[src/rtl/acc_cpu_pkg.sv]
package acc_cpu_pkg;

  typedef enum logic [1:0] {
    ST_FETCH,
    ST_DECODE,
    ST_EXEC,
    ST_HALT
  } cpu_state_e;

  typedef enum logic [3:0] {
    K_NOP,
    K_LOAD,
    K_STORE,
    K_JZ,
    K_ADD,
    K_SHL,
    K_NOT,
    K_JMP,
    K_STOP,
    K_OUT,
    K_INC
  } op_kind_e;

  typedef struct packed {
    op_kind_e kind;
    logic     rsel;
  } ctl_t;

  localparam int unsigned OP_INC_R1 = 17;

endpackage

[src/rtl/acc_decode.sv]
module acc_decode
  import acc_cpu_pkg::*;
#(
  parameter int OPW = 6
) (
  input  logic [OPW-1:0] opcode,
  output ctl_t           ctl
);

  always_comb begin
    ctl.kind = K_NOP;
    ctl.rsel = 1'b0;
    if (opcode[OPW-1:4] == '0) begin
      if (opcode[3:1] == 3'b111) begin
        ctl.kind = K_OUT;
        ctl.rsel = opcode[0];
      end else begin
        ctl.rsel = opcode[3];
        unique case (opcode[2:0])
          3'd0: ctl.kind = K_LOAD;
          3'd1: ctl.kind = K_STORE;
          3'd2: ctl.kind = K_JZ;
          3'd3: ctl.kind = K_ADD;
          3'd4: ctl.kind = K_SHL;
          3'd5: ctl.kind = K_NOT;
          3'd6: ctl.kind = K_JMP;
          3'd7: ctl.kind = K_STOP;
          default: ctl.kind = K_NOP;
        endcase
      end
    end else if (opcode == OPW'(OP_INC_R1)) begin
      ctl.kind = K_INC;
      ctl.rsel = 1'b0;
    end
  end

endmodule

[src/rtl/acc_alu.sv]
module acc_alu
  import acc_cpu_pkg::*;
#(
  parameter int DW = 16
) (
  input  op_kind_e        kind,
  input  logic [DW-1:0]   reg_val,
  input  logic [DW-1:0]   mem_val,
  output logic [DW-1:0]   result
);

  always_comb begin
    unique case (kind)
      K_LOAD:  result = mem_val;
      K_ADD:   result = reg_val + mem_val;
      K_SHL:   result = {reg_val[DW-2:0], 1'b0};
      K_NOT:   result = ~reg_val;
      K_INC:   result = reg_val + DW'(1);
      default: result = reg_val;
    endcase
  end

endmodule

[src/rtl/acc_mem.sv]
module acc_mem #(
  parameter int DW = 16,
  parameter int AW = 6
) (
  input  logic          clk,
  input  logic          we,
  input  logic [AW-1:0] waddr,
  input  logic [DW-1:0] wdata,
  input  logic [AW-1:0] raddr,
  output logic [DW-1:0] rdata
);

  localparam int DEPTH = 1 << AW;

  logic [DW-1:0] store_q [DEPTH];

  always_ff @(posedge clk) begin
    if (we) begin
      store_q[waddr] <= wdata;
    end
    rdata <= store_q[raddr];
  end

endmodule

[src/rtl/acc_cpu_core.sv]
module acc_cpu_core
  import acc_cpu_pkg::*;
#(
  parameter int DW  = 16,
  parameter int AW  = 6,
  parameter int OPW = 6
) (
  input  logic          clk,
  input  logic          rst,
  input  logic          ld_we,
  input  logic [AW-1:0] ld_addr,
  input  logic [DW-1:0] ld_data,
  output logic [DW-1:0] out_data,
  output logic          out_valid,
  input  logic          out_ready,
  output logic          halted
);

  localparam int NREG = 2;

  cpu_state_e     state_q, state_d;
  logic [AW-1:0]  pc_q, pc_d;
  logic [OPW-1:0] ir_op_q;
  logic [AW-1:0]  ir_addr_q;
  logic [DW-1:0]  regs_q [NREG];

  logic [AW-1:0]  mem_raddr;
  logic [DW-1:0]  mem_rdata;
  logic           mem_we;
  logic [AW-1:0]  mem_waddr;
  logic [DW-1:0]  mem_wdata;
  logic           core_store;

  ctl_t           ctl;
  logic [DW-1:0]  sel_val;
  logic [DW-1:0]  alu_y;
  logic           reg_we;
  logic           take_branch;

  acc_mem #(.DW(DW), .AW(AW)) i_mem (
    .clk   (clk),
    .we    (mem_we),
    .waddr (mem_waddr),
    .wdata (mem_wdata),
    .raddr (mem_raddr),
    .rdata (mem_rdata)
  );

  acc_decode #(.OPW(OPW)) i_decode (
    .opcode (ir_op_q),
    .ctl    (ctl)
  );

  assign sel_val = regs_q[ctl.rsel];

  acc_alu #(.DW(DW)) i_alu (
    .kind    (ctl.kind),
    .reg_val (sel_val),
    .mem_val (mem_rdata),
    .result  (alu_y)
  );

  // The external load port has priority over a store instruction.
  assign mem_we    = ld_we | core_store;
  assign mem_waddr = ld_we ? ld_addr : ir_addr_q;
  assign mem_wdata = ld_we ? ld_data : sel_val;

  assign take_branch = (ctl.kind == K_JMP) ||
                       ((ctl.kind == K_JZ) && (sel_val == '0));

  always_comb begin
    state_d    = state_q;
    pc_d       = pc_q;
    mem_raddr  = pc_q;
    core_store = 1'b0;
    reg_we     = 1'b0;
    out_valid  = 1'b0;
    unique case (state_q)
      ST_FETCH: begin
        mem_raddr = pc_q;
        pc_d      = pc_q + AW'(1);
        state_d   = ST_DECODE;
      end
      ST_DECODE: begin
        mem_raddr = mem_rdata[AW-1:0];
        state_d   = ST_EXEC;
      end
      ST_EXEC: begin
        mem_raddr = ir_addr_q;
        state_d   = ST_FETCH;
        if (take_branch) begin
          pc_d = ir_addr_q;
        end
        unique case (ctl.kind)
          K_LOAD, K_ADD, K_SHL, K_NOT, K_INC: reg_we = 1'b1;
          K_STORE: core_store = 1'b1;
          K_STOP:  state_d = ST_HALT;
          K_OUT: begin
            out_valid = 1'b1;
            if (!out_ready) begin
              state_d = ST_EXEC;
            end
          end
          default: ;
        endcase
      end
      ST_HALT: state_d = ST_HALT;
      default: state_d = ST_FETCH;
    endcase
  end

  always_ff @(posedge clk) begin
    if (rst) begin
      state_q   <= ST_FETCH;
      pc_q      <= '0;
      ir_op_q   <= '0;
      ir_addr_q <= '0;
    end else begin
      state_q <= state_d;
      pc_q    <= pc_d;
      if (state_q == ST_DECODE) begin
        ir_op_q   <= mem_rdata[DW-1 -: OPW];
        ir_addr_q <= mem_rdata[AW-1:0];
      end
    end
  end

  for (genvar g = 0; g < NREG; g++) begin : g_reg
    always_ff @(posedge clk) begin
      if (rst) begin
        regs_q[g] <= '0;
      end else if (reg_we && (int'(ctl.rsel) == g)) begin
        regs_q[g] <= alu_y;
      end
    end
  end

  assign out_data = sel_val;
  assign halted   = (state_q == ST_HALT);

endmodule

[config.mk]
export PLATFORM = sky130hd
export DESIGN_NAME = acc_cpu_core
export DESIGN_NICKNAME = d
export VERILOG_FILES = /design/src/rtl/acc_cpu_pkg.sv /design/src/rtl/acc_decode.sv /design/src/rtl/acc_alu.sv /design/src/rtl/acc_mem.sv /design/src/rtl/acc_cpu_core.sv
export SDC_FILE = /design/constraint.sdc
export NUM_CORES = 2
export LEC_CHECK = 0
export BUFFER_PORTS_ARGS = -buffer_cell sky130_fd_sc_hd__buf_4
export CAP_MARGIN = 5
export CELL_PAD_IN_SITES_DETAIL_PLACEMENT = 1
export CELL_PAD_IN_SITES_GLOBAL_PLACEMENT = 2
export CORE_MARGIN = 1
export CORE_UTILIZATION = 49
export CTS_BUF_LIST = sky130_fd_sc_hd__clkbuf_16
export DETAILED_ROUTE_END_ITERATION = 6
export PLACE_DENSITY = 0.89
export SLEW_MARGIN = 20
export SYNTH_ARGS = -nofsm -noshare
export SYNTH_HDL_FRONTEND = slang
export SYNTH_SLANG_ARGS = --single-unit
[constraint.sdc]
create_clock -name clk -period 5.2 [get_ports clk]
set_input_delay 1.04 -clock clk [delete_from_list [all_inputs] [get_ports clk]]
set_output_delay 1.04 -clock clk [all_outputs]
set_load 0.01 [all_outputs]
; Word-level counts from Yosys, hierarchy flattened
; Memory sizes are Yosys's and may differ from the RTL's. A register that Yosys moved wholly into a read port is not among the register bits.
; Cells that the tools add are included.
[word_totals]
register_bits = 20
latch_bits = 0
ramBits = 1056
mem_bits_ro = 32
inputBits = 26
out_inout_bits = 18
wordCells = 73
n_memories = 3
[op_classes]
addsub = 3
mul = 0
n_div = 0
n_lt_le_gt_ge = 0
eq_ne = 16
shift = 0
muxes = 32
n_bitwise = 5
n_reduce_logical = 10
[memory_table]
columns = memory, words, width, rd, rd_clocked_by_memory_dff, write_ports, line_no
row1 = i_mem.store_q, 64, 16, 1, 1, 1, acc_mem.sv:15  ; logic [DW-1:0] store_q [DEPTH];
row2 = (name not given), 8, 4, 1, 1, 0, acc_decode.sv:19  ; unique case (opcode[2:0])
row3 = regs_q, 2, 16, 1, 0, 2, acc_cpu_core.sv:25  ; logic [DW-1:0] regs_q [NREG];
[ops]
columns = operator, n
row1 = case mux 16 bit (5 select lines), 1
row2 = 2-to-1 mux 16 bit, 3
row3 = case mux 6 bit (2 select lines), 2
row4 = adder 16 x 1 -> 16 bit (second input constant), 1
row5 = adder 16 bit, 1
row6 = == test 4 x 3 -> 1 bit (second input constant), 4
row7 = zero test 16 bit, 1
row8 = 2-to-1 mux 1 bit, 16
row9 = inverter 16 bit, 1
row10 = 2-to-1 mux 5 bit, 3
row11 = == test 4 bit (second input constant), 3
row12 = 2-to-1 mux 6 bit, 2
row13 = == test 4 x 2 -> 1 bit (second input constant), 2
row14 = case mux 2 bit (4 select lines), 1
row15 = adder 6 x 1 -> 6 bit (second input constant), 1
row16 = == test 6 x 5 -> 1 bit (second input constant), 1
row17 = 2-to-1 mux 3 bit, 2
row18 = OR reduction 5 bit, 1
row19 = == test 2 bit (second input constant), 2
row20 = == test 4 x 1 -> 1 bit (second input constant), 1
row21 = zero test 2 bit, 2
row22 = case mux 2 bit (2 select lines), 1
row23 = == test 3 bit (second input constant), 1
row24 = logical AND 1 bit, 3
row25 = other kinds (8), 10

; Longest topological paths before layout
[depth]
depth_word = 12
mapped_depth = 16
ltp_nobuf = 15

; By module
; From an unflattened synthesis, not the netlist that was laid out.
[unflattened]
hier_cells = 2347
area_unflattened_um2 = 44682.9
[modules_own_cells]
columns = mod, n_inst, cells_each, area_each_um2, seq_area_each_um2
row1 = acc_mem, 1, 1829, 40042.2, 31069.8
row2 = acc_cpu_core, 1, 258, 2872.8, 1361.3
row3 = acc_alu, 1, 241, 1621.6, 0.0
row4 = acc_decode, 1, 19, 146.4, 0.0

; Worst setup path after synthesis
; No wires, ideal clock.
[synth_timing]
kind = reg2reg
startpoint = register ir_op_q[2]
endpoint = memory regs_q[1][14], data pin
setup_ns = 0.263
arrival_ns = 3.807
t_required_ns = 4.937
slack_ns = 1.130
path_stages_with_launch = 15
n_path_buf = 1
synth_period_minus_slack_ns = 4.070
path_cell_list = dfxtp_1 nand2_1 o211ai_1 clkbuf_1 mux2_2 ha_1 fa_1 a21oi_1 o21ai_0 or3_1 a2111oi_2 o21ai_0 xor2_1 a211oi_1 nor2_1
[synth_lines]
columns = element, line_no
row1 = start: declaration, acc_cpu_core.sv:23  ; logic [OPW-1:0] ir_op_q;
row2 = start signal: assignment, acc_cpu_core.sv:122  ; ir_op_q <= mem_rdata[DW-1 -: OPW];
row3 = end: declaration, acc_cpu_core.sv:25

==> impl.org <==
** Run status
- Result of the run :: finished, violations left
- Violations in the final reports :: design-rule violations

** Placement
- Detailed placement finished with a half-perimeter wire length of slightly above 70,000 um.
- Number of placed instances with taps included :: between 3,000 and 4,000
- Pre-CTS WS :: about 0.32 ns
- Routability congestion estimate :: roughly 0.89
- Port-buffer cells :: 43

** Synth
- For this run, the leading register cell type out of synthesis is sky130_fd_sc_hd__edfxtp_1.
- Fraction of the yosys area taken by sequential cells :: between 70 and 80%
- Top-area cell type share of the netlist area :: 72.17%
- Synthesis-stage register bit count :: 1,096
- Netlist area before placement :: 0.04394 mm^2
- The largest total area in the synthesized netlist belongs to sky130_fd_sc_hd__edfxtp_1.
- Commonest cells post-synth :: 1,056 x sky130_fd_sc_hd__edfxtp_1, 224 x sky130_fd_sc_hd__mux4_2, 180 x sky130_fd_sc_hd__nor2_1, 164 x sky130_fd_sc_hd__nand2_1, 121 x sky130_fd_sc_hd__a21oi_1
- Number of distinct library cell variants in the gate-level netlist after synthesis :: 64
- For this run, the number of Yosys warnings is 0.
- In the synthesized netlist, the number of instances is about 2,400.
- Net count after synthesis :: 2,449
- For this run, asynchronously set or reset flops after synthesis account for 0%.
- Avg Cell Area, Syn :: approximately 18 um^2
- Number of enable-type register cells in the synthesized netlist :: 1,056
- Dominant cell by count in the synthesized netlist :: sky130_fd_sc_hd__edfxtp_1
- Ranked by total cell area, the synthesized netlist is headed by sky130_fd_sc_hd__edfxtp_1 72%, sky130_fd_sc_hd__mux4_2 11%, sky130_fd_sc_hd__dfxtp_1 1.8%.

** Floorplanning
- Number of cell rows :: 109
- In this run the count of I/O pins placed on the die edge is 44.
- The floorplan step set the die height to 301.4 um.
- Area inside the core boundary :: 0.08865 mm^2
- The die covers 0.09087 mm^2.
- Initial cell density of the core :: about half
- Width of the die :: 301.4 um

** Worst setup path
- Counting both buffers and inverters, the worst setup path holds a total of 0.
- Register-to-register path setup slack :: 0.60 ns
- Cell count along the critical path :: 14
- Worst setup EP type :: flop
- Worst Path Arrival :: 5.02 ns
- At the worst endpoint, the required time is roughly 5.6 ns.
- The largest individual stage delay along the critical path comes from the cell sky130_fd_sc_hd__nor2_2.
- The cell that appears most often on the critical path is sky130_fd_sc_hd__o21ai_0.
- The worst setup path is launched from a flop.
- The signal on the critical path passes through or2_2 -> nor3_1 -> a31oi_1 -> nor2_2 -> nor2b_1 -> fa_1 -> a21oi_1 -> o21ai_0 -> or3_1 -> a2111oi_2 -> o21ai_0 -> xor2_1 -> a211oi_1 -> nor2_1.
- CP top delay family :: simple AND/OR/NAND/NOR gates
- The worst register-to-register path begins at ir_op_q[1].
- Cell depth of the worst flop-to-flop path :: 14
- Maximum cell stage delay along the critical path :: between 0.5 and 0.6 ns
- Worst R2R End :: regs_q[1][14]
- Setup CP Type :: flop to flop
- Biggest fanout along the worst timing path :: 16

** Timing
- Setup violations remaining at the end of the flow were counted as 0.
- The final count of pins violating max slew was 0.
- Setup Skew :: 0.03949 ns
- Counting I/O delays and the setup requirement, the final critical path takes approximately 4.6 ns.
- In the finished design, the share of the clock period the worst path needs comes to 88.53%.
- Setup repair after global routing missed its margin :: no
- Tightest hold margin :: approximately 0.51 ns
- Headroom to the max-slew limit came out at 28.78%.
- TNS Setup :: 0 ns
- Number of endpoints with negative hold slack in the final report :: 0
- Timing-limited maximum frequency :: ~220 MHz
- In the post-route analysis, the smallest setup slack over all paths is 0.5967 ns.
- Least-Margin Pin Slew :: 1.067 ns

** Run
- Across the run, the number of max-cap violations was 0.

** Clock network
- CTS tree :: built
- Number of buffers on the longest clock path :: 3
- In this run, CTS created clock tree buffers numbering 109.
- Buffers inserted to repair hold after CTS numbered 0.
- Clock network latency to the later pin of the worst-skew pair :: 0.69 ns
- Post-CTS setup buffers :: 0
- CTS-repair resized insts :: 0
- Number of sinks driven by the clock tree :: 1,096
- Level count of the clock H-tree :: 3
- Root Buffer :: sky130_fd_sc_hd__clkbuf_16
- Clock transition at the register clock pins on the worst setup and hold paths after CTS :: 0.06 ns

** Global routing
- First-pass GRT wire length :: 172,400 um
- Total routing usage reported by global routing :: 26.27%
- Total congestion overflow :: 0
- The initial antenna violation count is 4.
- The via count of the first global-routing pass is around 25,000.
- Entering global routing, the biggest net connects 65 pins.

** Layout
- Net count reported at finish :: between 2,000 and 3,000
- The post-route netlist has 22.67% of its cells at a drive strength greater than 1.
- Final cell count without fillers :: 3,800
- Compared with the post-synthesis result, the final layout area differs by 12.74%.

** Routing
- For this block, the routed nets add up to 117,600 um of wire.
- Number of DRC markers in iteration 0 :: 2,519
- In the routed design, unresolved DRC markers number 40.
- Before antenna repair, the detailed router went through 7 iterations.
- Dividing the detail-routed wire length by the instance count gives 30.95 um.
- The routed layout has 24,290 vias.
- After detailed routing, the number of vias per cell comes to around 6.4.
- Post-route antenna net violation count :: 0

** Power and ir drop
- Sw power :: 0.007663 W
- VDD sags by at most 0.3225 mV.
- The clock network is responsible for 30.5% of the overall power.
- The design draws 0.02452 W.
- Registers are responsible for 42.1% of the overall power.
- Of the total power, the share spent switching nets is 31.25%.
- The internal power of the cells totals about 0.017 W.
- Power density over the cells :: ~500 mW/mm^2
- Combinational share of power :: between 20% and 30%
- The analysis attributes to cell leakage a power of 16.19 nW.

** Worst hold path
- The worst hold path begins at pc_q[5].
- The min-delay analysis places its worst path in the category flop to flop.
- Instance count along the most critical hold path :: 2
- Hold path endpoint :: pc_q[5]
[cell usage in the layout (no fill, tap or decap), drive strengths merged, types with 23 or more instances in the layout]
master / Yosys / final
a21oi: 122 / 122
a22oi: 94 / 94
buf: 79 / 160
clkbuf: 47 / 111
clkinv: 1 / 46
dfxtp: 40 / 40
edfxtp: 1056 / 1056
inv: 10 / 46
mux2: 35 / 35
mux2i: 44 / 44
mux4: 224 / 224
nand2: 164 / 164
nand3: 76 / 76
nor2: 180 / 180
nor3: 23 / 23
[sequential cells by signal (all words and copies together), names as in the netlist, named ones only]
| name | flops |
|---|---|
| i_mem.store_q | 1024 |
| ir_addr_q | 6 |
| i_mem.rdata | 16 |
| regs_q | 32 |
| pc_q | 6 |
| state_q | 2 |
| ir_op_q | 6 |
[worst max-delay path by stage]
stage	startpoint	end	slack, ns
floorplan	ir_op_q[2]	regs_q[1][14]	1.13
global placement	ir_op_q[1]	regs_q[1][14]	0.53
detailed placement	ir_op_q[1]	regs_q[1][14]	0.32
CTS	ir_op_q[1]	regs_q[1][14]	0.29
global route	ir_op_q[1]	regs_q[1][14]	0.31
finish	ir_op_q[1]	regs_q[1][14]	0.60
[per-layer routing]
layer	part of all wire, %	global-route usage, %	vias to the layer above
li1	-	-	10000
met1	40	36.27	12860
met2	49	43.05	1200
met3	7.8	3.746	220
met4	3.3	9.125	4
met5	0.020	0	-
[per-stage QoR]
stage	area (um^2)	utilization (%)
floorplan	43940	-
global placement	46080	51.99
finish	49530	55.88
detailed placement	46080	51.99
global route	49530	55.87
CTS	49470	55.81
[cell type report]
| class | count | area, um^2 |
|---|---|---|
| diodes | 1 | 2.502 |
| clock buffers | 111 | 2778 |
| clock inverters | 89 | 610.6 |
| fillers | 7899 | 39110 |
| inverters | 11 | 41.29 |
| multi-input cells | 1167 | 10810 |
| flip-flops and latches | 1096 | 32510 |
| well taps | 1165 | 1458 |
| repair buffers | 160 | 1326 |
[worst reg2reg max path, stage by stage, from the launching register on]
cell	delay (ns)
sky130_fd_sc_hd__dfxtp_1	0.35
sky130_fd_sc_hd__or2_2	0.32
sky130_fd_sc_hd__nor3_1	0.27
sky130_fd_sc_hd__a31oi_1	0.10
sky130_fd_sc_hd__nor2_2	0.59
sky130_fd_sc_hd__nor2b_1	0.20
sky130_fd_sc_hd__fa_1	0.46
sky130_fd_sc_hd__a21oi_1	0.20
sky130_fd_sc_hd__o21ai_0	0.17
sky130_fd_sc_hd__or3_1	0.39
sky130_fd_sc_hd__a2111oi_2	0.50
sky130_fd_sc_hd__o21ai_0	0.20
sky130_fd_sc_hd__xor2_1	0.18
sky130_fd_sc_hd__a211oi_1	0.32
sky130_fd_sc_hd__nor2_1	0.08
[logic make-up after synthesis]
family                     synth area share [%]
AOI/OAI and AO/OA                         4.918
xor gates and xnor gates                 0.2791
adders and majority gates                0.6721
buffers and inverters                     1.700
DFF                                       74.00
muxes                                     13.38
and+or+nand+nor                           5.052
[power by group through the flow]
| stage | clock (W) | sequential, W | combinational (W) |
|---|---|---|---|
| CTS | 0.00757 | 0.0103 | 0.00669 |
| detailed placement | 0 | 0.0105 | 0.00662 |
| floorplan | 0 | 0.0104 | 0.00447 |
| finish | 0.00748 | 0.0103 | 0.00672 |
| global placement | 0 | 0.0105 | 0.00637 |
| global route | 0.00785 | 0.0103 | 0.00711 |
(Power assumes the default switching activity.)
